==> config.mk <==
export PLATFORM = sky130hd
export DESIGN_NAME = irq_prio5
export DESIGN_NICKNAME = d
export VERILOG_FILES = /design/src/rtl/irqp_pkg.sv /design/src/rtl/irqp_sync.sv /design/src/rtl/irqp_trig.sv /design/src/rtl/irqp_ctl.sv /design/src/rtl/irqp_sel.sv /design/src/rtl/irq_prio5.sv
export SDC_FILE = /design/constraint.sdc
export NUM_CORES = 1
export LEC_CHECK = 0
export ABC_CLOCK_PERIOD_IN_PS = 1300
export CORE_UTILIZATION = 40
export CTS_CLUSTER_DIAMETER = 50
export DETAILED_ROUTE_END_ITERATION = 8
export DONT_BUFFER_PORTS = 1
export PLACE_DENSITY_LB_ADDON = 0.12
export REMOVE_ABC_BUFFERS = 1
export SYNTH_ARGS = -nofsm -noshare
export SYNTH_HDL_FRONTEND = slang
export SYNTH_SLANG_ARGS = --single-unit
==> constraint.sdc <==
create_clock -name clk -period 1.3 [get_ports clk]
set_input_delay 0.13 -clock clk [delete_from_list [all_inputs] [get_ports clk]]
set_output_delay 0.13 -clock clk [all_outputs]
set_load 0.02 [all_outputs]
==> src/rtl/irqp_pkg.sv <==
package irqp_pkg;

   localparam int NSRC = 5;
   localparam int NMSK = 3;

   localparam int SRC_NMI  = 0;
   localparam int SRC_EDGE = 1;
   localparam int SRC_LVLA = 2;
   localparam int SRC_LVLB = 3;
   localparam int SRC_EXT  = 4;

   typedef enum logic [1:0] {
      TRG_LEVEL      = 2'd0,
      TRG_RISE_LATCH = 2'd1,
      TRG_RISE_HOLD  = 2'd2
   } trig_e;

   function automatic trig_e src_trig(input int idx);
      case (idx)
         SRC_NMI:  return TRG_RISE_HOLD;
         SRC_EDGE: return TRG_RISE_LATCH;
         default:  return TRG_LEVEL;
      endcase
   endfunction

   // restart number times two, so half steps stay integral
   function automatic int src_half_rst(input int idx);
      case (idx)
         SRC_NMI:  return 9;
         SRC_EDGE: return 15;
         SRC_LVLA: return 13;
         SRC_LVLB: return 11;
         default:  return 0;
      endcase
   endfunction

   function automatic bit src_gated(input int idx);
      return idx != SRC_NMI;
   endfunction

   // slot in the mask register, -1 when the source has no mask
   function automatic int src_mask_slot(input int idx);
      case (idx)
         SRC_EDGE: return 2;
         SRC_LVLA: return 1;
         SRC_LVLB: return 0;
         default:  return -1;
      endcase
   endfunction

   function automatic logic [31:0] src_vector(input int idx, input int step,
                                              input logic [31:0] ext_vec);
      if (idx == SRC_EXT) return ext_vec;
      return 32'(src_half_rst(idx) * step / 2);
   endfunction

endpackage

==> src/rtl/irqp_sync.sv <==
module irqp_sync #(
   parameter int W      = 5,
   parameter int STAGES = 1
) (
   input  logic         clk,
   input  logic         rst_n,
   input  logic [W-1:0] raw_i,
   output logic [W-1:0] cur_o,
   output logic [W-1:0] prv_o
);

   logic [W-1:0] stage_q [STAGES+1];

   genvar k;
   generate
      for (k = 0; k <= STAGES; k++) begin : g_stage
         if (k == 0) begin : g_first
            always_ff @(posedge clk or negedge rst_n) begin
               if (!rst_n) stage_q[k] <= '0;
               else        stage_q[k] <= raw_i;
            end
         end else begin : g_next
            always_ff @(posedge clk or negedge rst_n) begin
               if (!rst_n) stage_q[k] <= '0;
               else        stage_q[k] <= stage_q[k-1];
            end
         end
      end
   endgenerate

   assign cur_o = stage_q[STAGES-1];
   assign prv_o = stage_q[STAGES];

endmodule

==> src/rtl/irqp_trig.sv <==
module irqp_trig
   import irqp_pkg::*;
#(
   parameter trig_e MODE = TRG_LEVEL
) (
   input  logic clk,
   input  logic rst_n,
   input  logic lvl_i,
   input  logic prv_i,
   input  logic clr_i,
   output logic pend_o
);

   logic rise;
   assign rise = lvl_i & ~prv_i;

   generate
      if (MODE == TRG_RISE_LATCH) begin : g_latch
         logic held_q;
         always_ff @(posedge clk or negedge rst_n) begin
            if (!rst_n)     held_q <= 1'b0;
            else if (rise)  held_q <= 1'b1;
            else if (clr_i) held_q <= 1'b0;
         end
         assign pend_o = held_q;
      end else if (MODE == TRG_RISE_HOLD) begin : g_hold
         logic arm_q;
         always_ff @(posedge clk or negedge rst_n) begin
            if (!rst_n)               arm_q <= 1'b0;
            else if (rise)            arm_q <= 1'b1;
            else if (!lvl_i || clr_i) arm_q <= 1'b0;
         end
         assign pend_o = arm_q & lvl_i;
      end else begin : g_level
         logic unused_lvl;
         assign unused_lvl = ^{clk, rst_n, rise, clr_i};
         assign pend_o     = lvl_i;
      end
   endgenerate

endmodule

==> src/rtl/irqp_ctl.sv <==
module irqp_ctl #(
   parameter int NMSK = 3
) (
   input  logic            clk,
   input  logic            rst_n,
   input  logic            ien_set_i,
   input  logic            ien_clr_i,
   input  logic            take_i,
   input  logic            mask_wr_i,
   input  logic            mask_upd_i,
   input  logic [NMSK-1:0] mask_bits_i,
   output logic            ien_o,
   output logic [NMSK-1:0] mask_o
);

   logic            ien_q;
   logic [NMSK-1:0] mask_q;

   always_ff @(posedge clk or negedge rst_n) begin
      if (!rst_n)                     ien_q <= 1'b0;
      else if (ien_clr_i || take_i)   ien_q <= 1'b0;
      else if (ien_set_i)             ien_q <= 1'b1;
   end

   always_ff @(posedge clk or negedge rst_n) begin
      if (!rst_n)                        mask_q <= '1;
      else if (mask_wr_i && mask_upd_i)  mask_q <= mask_bits_i;
   end

   assign ien_o  = ien_q;
   assign mask_o = mask_q;

endmodule

==> src/rtl/irqp_sel.sv <==
module irqp_sel
   import irqp_pkg::*;
#(
   parameter int               N       = 5,
   parameter int               VEC_W   = 16,
   parameter int               STEP    = 8,
   parameter logic [VEC_W-1:0] EXT_VEC = '0
) (
   input  logic [N-1:0]     elig_i,
   output logic             any_o,
   output logic [N-1:0]     win_o,
   output logic [VEC_W-1:0] vec_o
);

   logic [VEC_W-1:0] vtab [N];

   genvar g;
   generate
      for (g = 0; g < N; g++) begin : g_vec
         localparam logic [31:0] VFULL = src_vector(g, STEP, 32'(EXT_VEC));
         assign vtab[g] = VFULL[VEC_W-1:0];
      end
   endgenerate

   // lowest index is highest priority: scan upward from the bottom
   always_comb begin
      win_o = '0;
      vec_o = '0;
      for (int i = N - 1; i >= 0; i--) begin
         if (elig_i[i]) begin
            win_o    = '0;
            win_o[i] = 1'b1;
            vec_o    = vtab[i];
         end
      end
   end

   assign any_o = |elig_i;

endmodule

==> src/rtl/irq_prio5.sv <==
module irq_prio5
   import irqp_pkg::*;
#(
   parameter int               VEC_W       = 16,
   parameter int               STEP        = 8,
   parameter int               SYNC_STAGES = 1,
   parameter logic [VEC_W-1:0] EXT_VEC     = '0
) (
   input  logic              clk,
   input  logic              rst_n,
   input  logic              nmi_req_i,
   input  logic              edge_req_i,
   input  logic              lvla_req_i,
   input  logic              lvlb_req_i,
   input  logic              ext_req_i,
   input  logic              ien_set_i,
   input  logic              ien_clr_i,
   input  logic              mask_wr_i,
   input  logic              mask_upd_i,
   input  logic [NMSK-1:0]   mask_bits_i,
   input  logic              edge_clr_i,
   input  logic              ack_i,
   output logic              irq_o,
   output logic [VEC_W-1:0]  vec_o,
   output logic [2*NMSK+1:0] status_o,
   output logic              wake_o
);

   localparam int MAX_VEC = 15 * STEP / 2;

   generate
      if (VEC_W < 8) begin : g_bad_vw
         $error("irq_prio5: VEC_W must be at least 8");
      end
      if (SYNC_STAGES < 1) begin : g_bad_sync
         $error("irq_prio5: SYNC_STAGES must be at least 1");
      end
      if (STEP < 2 || (STEP % 2) != 0) begin : g_bad_step
         $error("irq_prio5: STEP must be even and at least 2");
      end
      if (VEC_W < 31 && MAX_VEC >= (1 << VEC_W)) begin : g_bad_fit
         $error("irq_prio5: vectors do not fit in VEC_W");
      end
   endgenerate

   logic [NSRC-1:0] raw, s_cur, s_prv;
   logic [NSRC-1:0] pend, elig, win, clr, mbit, gbit;
   logic [NMSK-1:0] mask_q;
   logic            ien_q, any, take, boot_q;

   assign raw = {ext_req_i, lvlb_req_i, lvla_req_i, edge_req_i, nmi_req_i};

   irqp_sync #(.W(NSRC), .STAGES(SYNC_STAGES)) u_sync (
      .clk   (clk),
      .rst_n (rst_n),
      .raw_i (raw),
      .cur_o (s_cur),
      .prv_o (s_prv)
   );

   irqp_ctl #(.NMSK(NMSK)) u_ctl (
      .clk         (clk),
      .rst_n       (rst_n),
      .ien_set_i   (ien_set_i),
      .ien_clr_i   (ien_clr_i),
      .take_i      (take),
      .mask_wr_i   (mask_wr_i),
      .mask_upd_i  (mask_upd_i),
      .mask_bits_i (mask_bits_i),
      .ien_o       (ien_q),
      .mask_o      (mask_q)
   );

   genvar g;
   generate
      for (g = 0; g < NSRC; g++) begin : g_src
         localparam trig_e MODE = src_trig(g);
         localparam int    SLOT = src_mask_slot(g);

         if (MODE == TRG_RISE_LATCH) begin : g_clr_latch
            assign clr[g] = (take & win[g]) | (mask_wr_i & edge_clr_i);
         end else begin : g_clr_take
            assign clr[g] = take & win[g];
         end

         irqp_trig #(.MODE(MODE)) u_trig (
            .clk    (clk),
            .rst_n  (rst_n),
            .lvl_i  (s_cur[g]),
            .prv_i  (s_prv[g]),
            .clr_i  (clr[g]),
            .pend_o (pend[g])
         );

         if (SLOT >= 0) begin : g_masked
            assign mbit[g] = mask_q[SLOT];
         end else begin : g_unmasked
            assign mbit[g] = 1'b0;
         end

         if (src_gated(g)) begin : g_gated
            assign gbit[g] = ien_q;
         end else begin : g_free
            assign gbit[g] = 1'b1;
         end

         assign elig[g] = pend[g] & gbit[g] & ~mbit[g];
      end
   endgenerate

   irqp_sel #(.N(NSRC), .VEC_W(VEC_W), .STEP(STEP), .EXT_VEC(EXT_VEC)) u_sel (
      .elig_i (elig),
      .any_o  (any),
      .win_o  (win),
      .vec_o  (vec_o)
   );

   assign take = ack_i & any;

   always_ff @(posedge clk or negedge rst_n) begin
      if (!rst_n) boot_q <= 1'b1;
      else        boot_q <= 1'b0;
   end

   assign irq_o    = any;
   assign wake_o   = any | boot_q;
   assign status_o = {pend[SRC_NMI], pend[SRC_EDGE], pend[SRC_LVLA], pend[SRC_LVLB],
                      ien_q, mask_q};

endmodule

==> impl_results.md, run 1 <==
- Leakage: 0.4367 nW
- Synthesized cell area: ~700 µm²
- Most frequent cells in the layout: 13 x conb_1, 11 x buf_4, 10 x dfrtp_1
- Setup ws final: -0.1766 ns
- Post-DP Area: between 700 and 800 µm²
- Area Overhead vs Synth: 28.09%
- Arrival @ worst endpoint: roughly 1.4 ns
- WL final: 1.143 mm
- Critical path class: reg2out
- Pint: between 700 and 800 µW
- Initial Util: between 40% and 50%
- First-pass GRT wire length: roughly 1.8 mm
- Setup_tns: -0.7820 ns
- Area contributors post-synth: dfrtp_1 36%, buf_4 19%, dfstp_2 15%
- Switching Share: between 30% and 40%
- Largest net degree at the start of global routing: 15
- Vias per cell: 4.614
- DP HPWL: about 830 µm
- Drt initial violations: 11
- P_sw: between 300 and 400 µW
- Inserted Clock Buffers: 3
- CP max FO: 4
- Cells along the critical path: nor2b_4, o31ai_4, nand3b_1
- RR Startpoint: u_ctl.ien_o
- Die X: 43.82 µm
- Clk buf depth: 2
- WL/cell: between 10 and 15 µm
- Hold path depth: 2
- Sequential fraction of the synthesis area: approximately 50%
- Commonest non-fill, non-tap cell in the layout: conb_1
- Avg Synthesized Cell Area: around 11 µm²
- RD Place Congestion: roughly 0.76
- DR vias: ~470
- Final min period: between 1 and 1.5 ns
- DIE HEIGHT: approximately 44 µm
- H-tree depth: 1
- Worst-Margin Slew: 0.5858 ns
- Crit path buf inv count: 0
- DIE AREA: 1920 µm²
- Reg2reg path depth: 4
- Final setup fails: 6
- Status: complete, but fails checks
- Max-cap viol count: 0
- Yosys top cell area share: 35.78%
- Pwr per Cell Area: 1175 nW/µm²
- Sequential Power Share: about half
- Logic gate share of total power: between 20 and 30%
- Tot GR Track Use: approximately an eighth
- Fin util: between 50% and 60%
- Synthesized flop and latch total: 14
- Placed cells: 87
- Ys Warns: 0
- Period utilization: 113.6%
- Final hold viol count: 0
- Slew Viols, Final: 0
- Unrepaired setup endpoints after global routing: yes
- CP startpoint kind: flip-flop
- Synth area leader: dfrtp_1
- Worst hold slack: approximately 0.029 ns
- Total gr overflow: 0
- Slowest CP cell: dfstp_2
- Peak VDD IR: approximately 0.73 mV
- Number of diodes: 0
- Rel. slew slack: 60.82%
- Cell family with the largest share of critical-path delay: flip-flops
- Std cell rows: 14
- Fillers: roughly 150
- Final cell count without fillers: 101
- Violated checks: DRC, setup timing
- Synth cell types: 22
- Share of layout cells above drive strength 1: roughly 34%
- Root Buffer: clkbuf_4
- Hold Path Sink: u_ctl.ien_o
- Clock power share: 21.4%
- CP max stage delay: between 0.5 and 0.6 ns
- DRC: 7
- Vias in the first global route: 427
- CTS tree: yes
- Worst EP required: about 1.2 ns
- Post-synthesis cell count: 66
- Crit end category: primary output
- Fmax: roughly 680 MHz
- Nets@finish: ~100
- FF-to-FF End: u_ctl.ien_o
- Total power draw: around 1.1 mW
- Clk pin slew, worst setup/hold paths: approximately 0.070 ns
- I/O pins: 42
- ANT nets after route: 0
- Final Cell Area: roughly 900 µm²
- Clock sink count: 14
- Worst slack at placement: around 0.040 ns
- Port bufs: 0
- Reg2reg setup slack: 0.06 ns
- Total core area: between 1500 and 2000 µm²
- Clock latency on the worst-skew pair: between 0.2 and 0.3 ns
- HP Class: in2reg
- Drt pass-1 iters: 5
- Min-Delay Startpoint: ien_clr_i
- Initial antenna violation count: 0
- Clock skew: between 0.004 and 0.005 ns
[layout make-up]
| cell class | instances | area, µm² | area share, % |
|---|---|---|---|
| Sequential cell | 14 | 355.3 | 39.66 |
| Multi-Input combinational cell | 41 | 284.0 | 31.70 |
| Timing Repair Buffer | 22 | 195.2 | 21.79 |
| Clock buffer | 3 | 22.52 | 2.514 |
| Tap cell | 16 | 20.02 | 2.235 |
| Inverter | 5 | 18.77 | 2.095 |
[worst max path at each step]
stage	endpoint	start	cells past startpoint
global route	wake_o	u_ctl.mask_o[0]	3
global placement	wake_o	u_ctl.mask_o[2]	3
finish	wake_o	u_ctl.mask_o[0]	3
CTS	wake_o	u_ctl.mask_o[2]	3
detailed placement	wake_o	u_ctl.mask_o[2]	3
floorplan	wake_o	u_ctl.mask_o[2]	3
[repair_timing]
item                       CTS  global route
buffers inserted             1             1
setup endpoints to repair    6             6
pin swaps                    2             3
hold buffers                 9             0
hold endpoints to repair    22             0
resized for setup            4             8
[synthesized netlist by cell type]
library cell  count
nand2b_1          1
a32o_1            1
o31ai_1           1
inv_1             5
nor2_1            2
and2_1            1
dfstp_2           4
o21ai_0           2
a211oi_2          1
nor2b_2           1
nor2b_1           1
o21a_1            1
o211a_1           1
nand4b_1          1
buf_4            18
mux2_1            3
nand3b_1          1
a21oi_1           2
nand2_1           7
conb_1            1
a21boi_0          1
dfrtp_1          10
[state kept, by name, summed over array words and instances (netlist names)]
name / cells
boot_q: 1
g_src.u_trig.g_hold.arm_q: 1
g_src.u_trig.pend_o: 1
u_ctl.ien_o: 1
u_ctl.mask_o: 3
u_sync.cur_o: 5
u_sync.prv_o: 2
[power by group through the flow]
stage / logic [mW] / registers [mW] / clock network (mW)
5_1_grt: 0.341 / 0.518 / 0.256
3_3_place_gp: 0.241 / 0.511 / 0
6_report: 0.315 / 0.513 / 0.225
2_1_floorplan: 0.134 / 0.544 / 0
4_1_cts: 0.289 / 0.505 / 0.237
3_5_place_dp: 0.243 / 0.512 / 0
[logic make-up after synthesis]
group                  count (synthesis)  synth area share [%]
AO/OA/AOI/OAI                         10                 10.73
AND/OR/NAND/NOR                       15                 11.09
other                                  1                0.5362
flip-flops                            14                 50.80
buffers and inverters                 23                 22.00
multiplexers                           3                 4.830
[routing by layer]
metal | up-vias | share of wire (%) | wire [µm] | GRT usage, %
met5 | - | 0 | 0 | 0
met1 | 210 | 40 | 460 | 16.58
met2 | 33 | 50 | 571 | 20.90
li1 | 223 | - | - | -
met3 | 0 | 9.7 | 111 | 2.083
met4 | 0 | 0 | 0 | 7.500
Power figures use the tool's default switching activity.
==> run 2: changes to the inputs <==
--- a/config.mk
+++ b/config.mk
@@ -15,3 +15,4 @@
 export SYNTH_ARGS = -nofsm -noshare
 export SYNTH_HDL_FRONTEND = slang
 export SYNTH_SLANG_ARGS = --single-unit
+export TNS_END_PERCENT = 10
==> impl_results.md, run 2 (same netlist as run 1, synthesis figures left out) <==
- DIE HEIGHT: 43.82 µm (unchanged)
- Initial antenna violation count: 0 (unchanged)
- Max reg flops: 5 (unchanged)
- Inserted Clock Buffers: 3 (unchanged)
- Clock power share: 21.7% (+0.3 points)
- Slew Viols, Final: 0 (unchanged)
- Slowest CP cell: dfstp_2
- Nets@finish: 102 (-0.97%)
- Number of diodes: 0 (unchanged)
- Worst-Margin Slew: 0.5860 ns (+0.0001546 ns)
- Port bufs: 0 (unchanged)
- CP max FO: 4 (unchanged)
- Unrepaired setup endpoints after global routing: yes
- Max-cap viol count: 0 (unchanged)
- DRC: 6 (-1)
- Period utilization: 114.1% (+0.52 points)
- Total core area: 1577 µm² (unchanged)
- Peak VDD IR: 0.7294 mV (-0.64%)
- DR vias: 459 (-1.5%)
- Worst slack at placement: 0.04043 ns (unchanged)
- ANT nets after route: 0 (unchanged)
- Pwr per Cell Area: 1183 nW/µm² (+0.72%)
- Status: complete, but fails checks
- HP Class: in2reg
- WL final: 1.119 mm (-2.1%)
- Std cell rows: 14 (unchanged)
- Drt initial violations: 12 (+1)
- Violated checks: DRC, setup timing
- Arrival @ worst endpoint: 1.35 ns (about the same)
- Clk pin slew, worst setup/hold paths: 0.08 ns (about the same)
- Final Cell Area: 875.8 µm² (-2.2%)
- Crit end category: primary output
- Post-DP Area: 711.9 µm² (unchanged)
- Cells along the critical path: nor2b_4, o31ai_4, nand3b_1
- Logic gate share of total power: 29.1% (-0.8 points)
- Share of layout cells above drive strength 1: 30.95% (-3.2 points)
- Drt pass-1 iters: 6 (+1)
- I/O pins: 42 (unchanged)
- Initial Util: 44.37% (unchanged)
- Clock skew: 0.004250 ns (-0.0000001600 ns)
- Pint: 715.3 µW (-1.3%)
- Clk buf depth: 2 (unchanged)
- DP HPWL: 825.2 µm (unchanged)
- Area Overhead vs Synth: 25.22%
- Setup ws final: -0.1834 ns (-0.006739 ns)
- Vias per cell: 4.590 (-0.52%)
- First-pass GRT wire length: 1.718 mm (-3.1%)
- H-tree depth: 1 (unchanged)
- Root Buffer: clkbuf_4
- Final setup fails: 6 (unchanged)
- P_sw: 321.0 µW (-2.0%)
- Tot GR Track Use: 12.67% (-0.35 points)
- Most frequent cells in the layout: 13 x conb_1, 11 x buf_4, 10 x dfrtp_1
- Critical path class: reg2out
- CP startpoint kind: flip-flop
- DIE AREA: 1920 µm² (unchanged)
- Clock sink count: 14 (unchanged)
- Commonest non-fill, non-tap cell in the layout: conb_1
- Total gr overflow: 0 (unchanged)
- CTS tree: yes
- Leakage: 0.4270 nW (-2.2%)
- Sequential Power Share: 49.3% (+0.6 points)
- Switching Share: 30.97% (-0.15 points)
- Final hold viol count: 0 (unchanged)
- Largest net degree at the start of global routing: 15 (unchanged)
- Vias in the first global route: 418 (-2.1%)
- Rel. slew slack: 60.81% (about the same)
- Clock latency on the worst-skew pair: 0.27 ns (about the same)
- RD Place Congestion: 0.7559 (unchanged)
- Fmax: 674.1 MHz (-0.45%)
- Worst EP required: 1.17 ns (about the same)
- WL/cell: 11.19 µm (-1.1%)
- Final min period: 1.483 ns (+0.006739 ns)
- CP max stage delay: 0.56 ns (about the same)
- Die X: 43.82 µm (unchanged)
## run 2: cell count changes in the layout (fill, tap and decap cells not counted), sizes merged
cell  change
buf       -1
## run 2: through the flow
step / utilization [%] / total power, mW / hold slack, ns / setup TNS (ns) / instances
floorplan: - / 0.6781 / -0.1656 / 0 / 60
global placement: 45.16 / 0.7518 / -0.1653 / 0 / 87
detailed placement: 45.16 / 0.7545 / -0.1653 / 0 / 87
CTS: 53.81 / 1.028 / 0.02224 / -0.9766 / 100
global route: 55.56 / 1.099 / 0.01758 / -1.292 / 100
finish: 55.56 / 1.036 / 0.02985 / -0.7929 / 100
## run 2: area by class of cell
| type | instances | area (µm²) |
|---|---|---|
| flip-flops and latches | 14 | 355.3 |
| fillers | 153 | 700.7 |
| inverters | 5 | 18.77 |
| multi-input cells | 41 | 275.3 |
| well taps | 16 | 20.02 |
| repair buffers | 21 | 183.9 |
| clock buffers | 3 | 22.52 |
## run 2: worst max-delay path: cells and delay by family, from the launching register on
kind	cells	cell delay (ns)
flip-flops	1	0.56
AO/OA/AOI/OAI	1	0.24
AND/OR/NAND/NOR	2	0.29
## run 2: path summary, 6_finish.rpt
path	start	to	slack, ns	cells past startpoint
max reg2reg	u_ctl.ien_o	u_ctl.ien_o	0.06	4
max in group asynchronous	rst_n	u_sync.cur_o[3]	0.62	1
min reg2reg	u_sync.cur_o[1]	u_sync.prv_o[1]	0.38	0
min in group asynchronous	rst_n	u_sync.cur_o[4]	0.30	1
min	ien_clr_i	u_ctl.ien_o	0.03	2
max	u_ctl.mask_o[2]	wake_o	-0.18	3
## run 2: timing repair
item,in CTS,in global routing
resized for setup,3,5
pin swaps,2,2
endpoints found under the setup margin,6,6
setup buffers,1,0
endpoints found under the hold margin,22,0
hold buffers,9,0
## run 2: power groups by stage
stage / combinational [mW] / clock, mW / sequential (mW)
final: 0.301 / 0.225 / 0.510
after global routing: 0.327 / 0.256 / 0.516
after CTS: 0.285 / 0.237 / 0.505
after detailed placement: 0.243 / 0 / 0.512
after global placement: 0.241 / 0 / 0.511
after floorplan: 0.134 / 0 / 0.544
## run 2: metal layers
metal / up-vias / track usage [%] / part of all wire (%)
met5: - / 0 / 0
met4: 0 / 7.500 / 0
met3: 0 / 2.083 / 9.8
met2: 33 / 20.00 / 49
met1: 205 / 16.31 / 41
li1: 221 / - / -
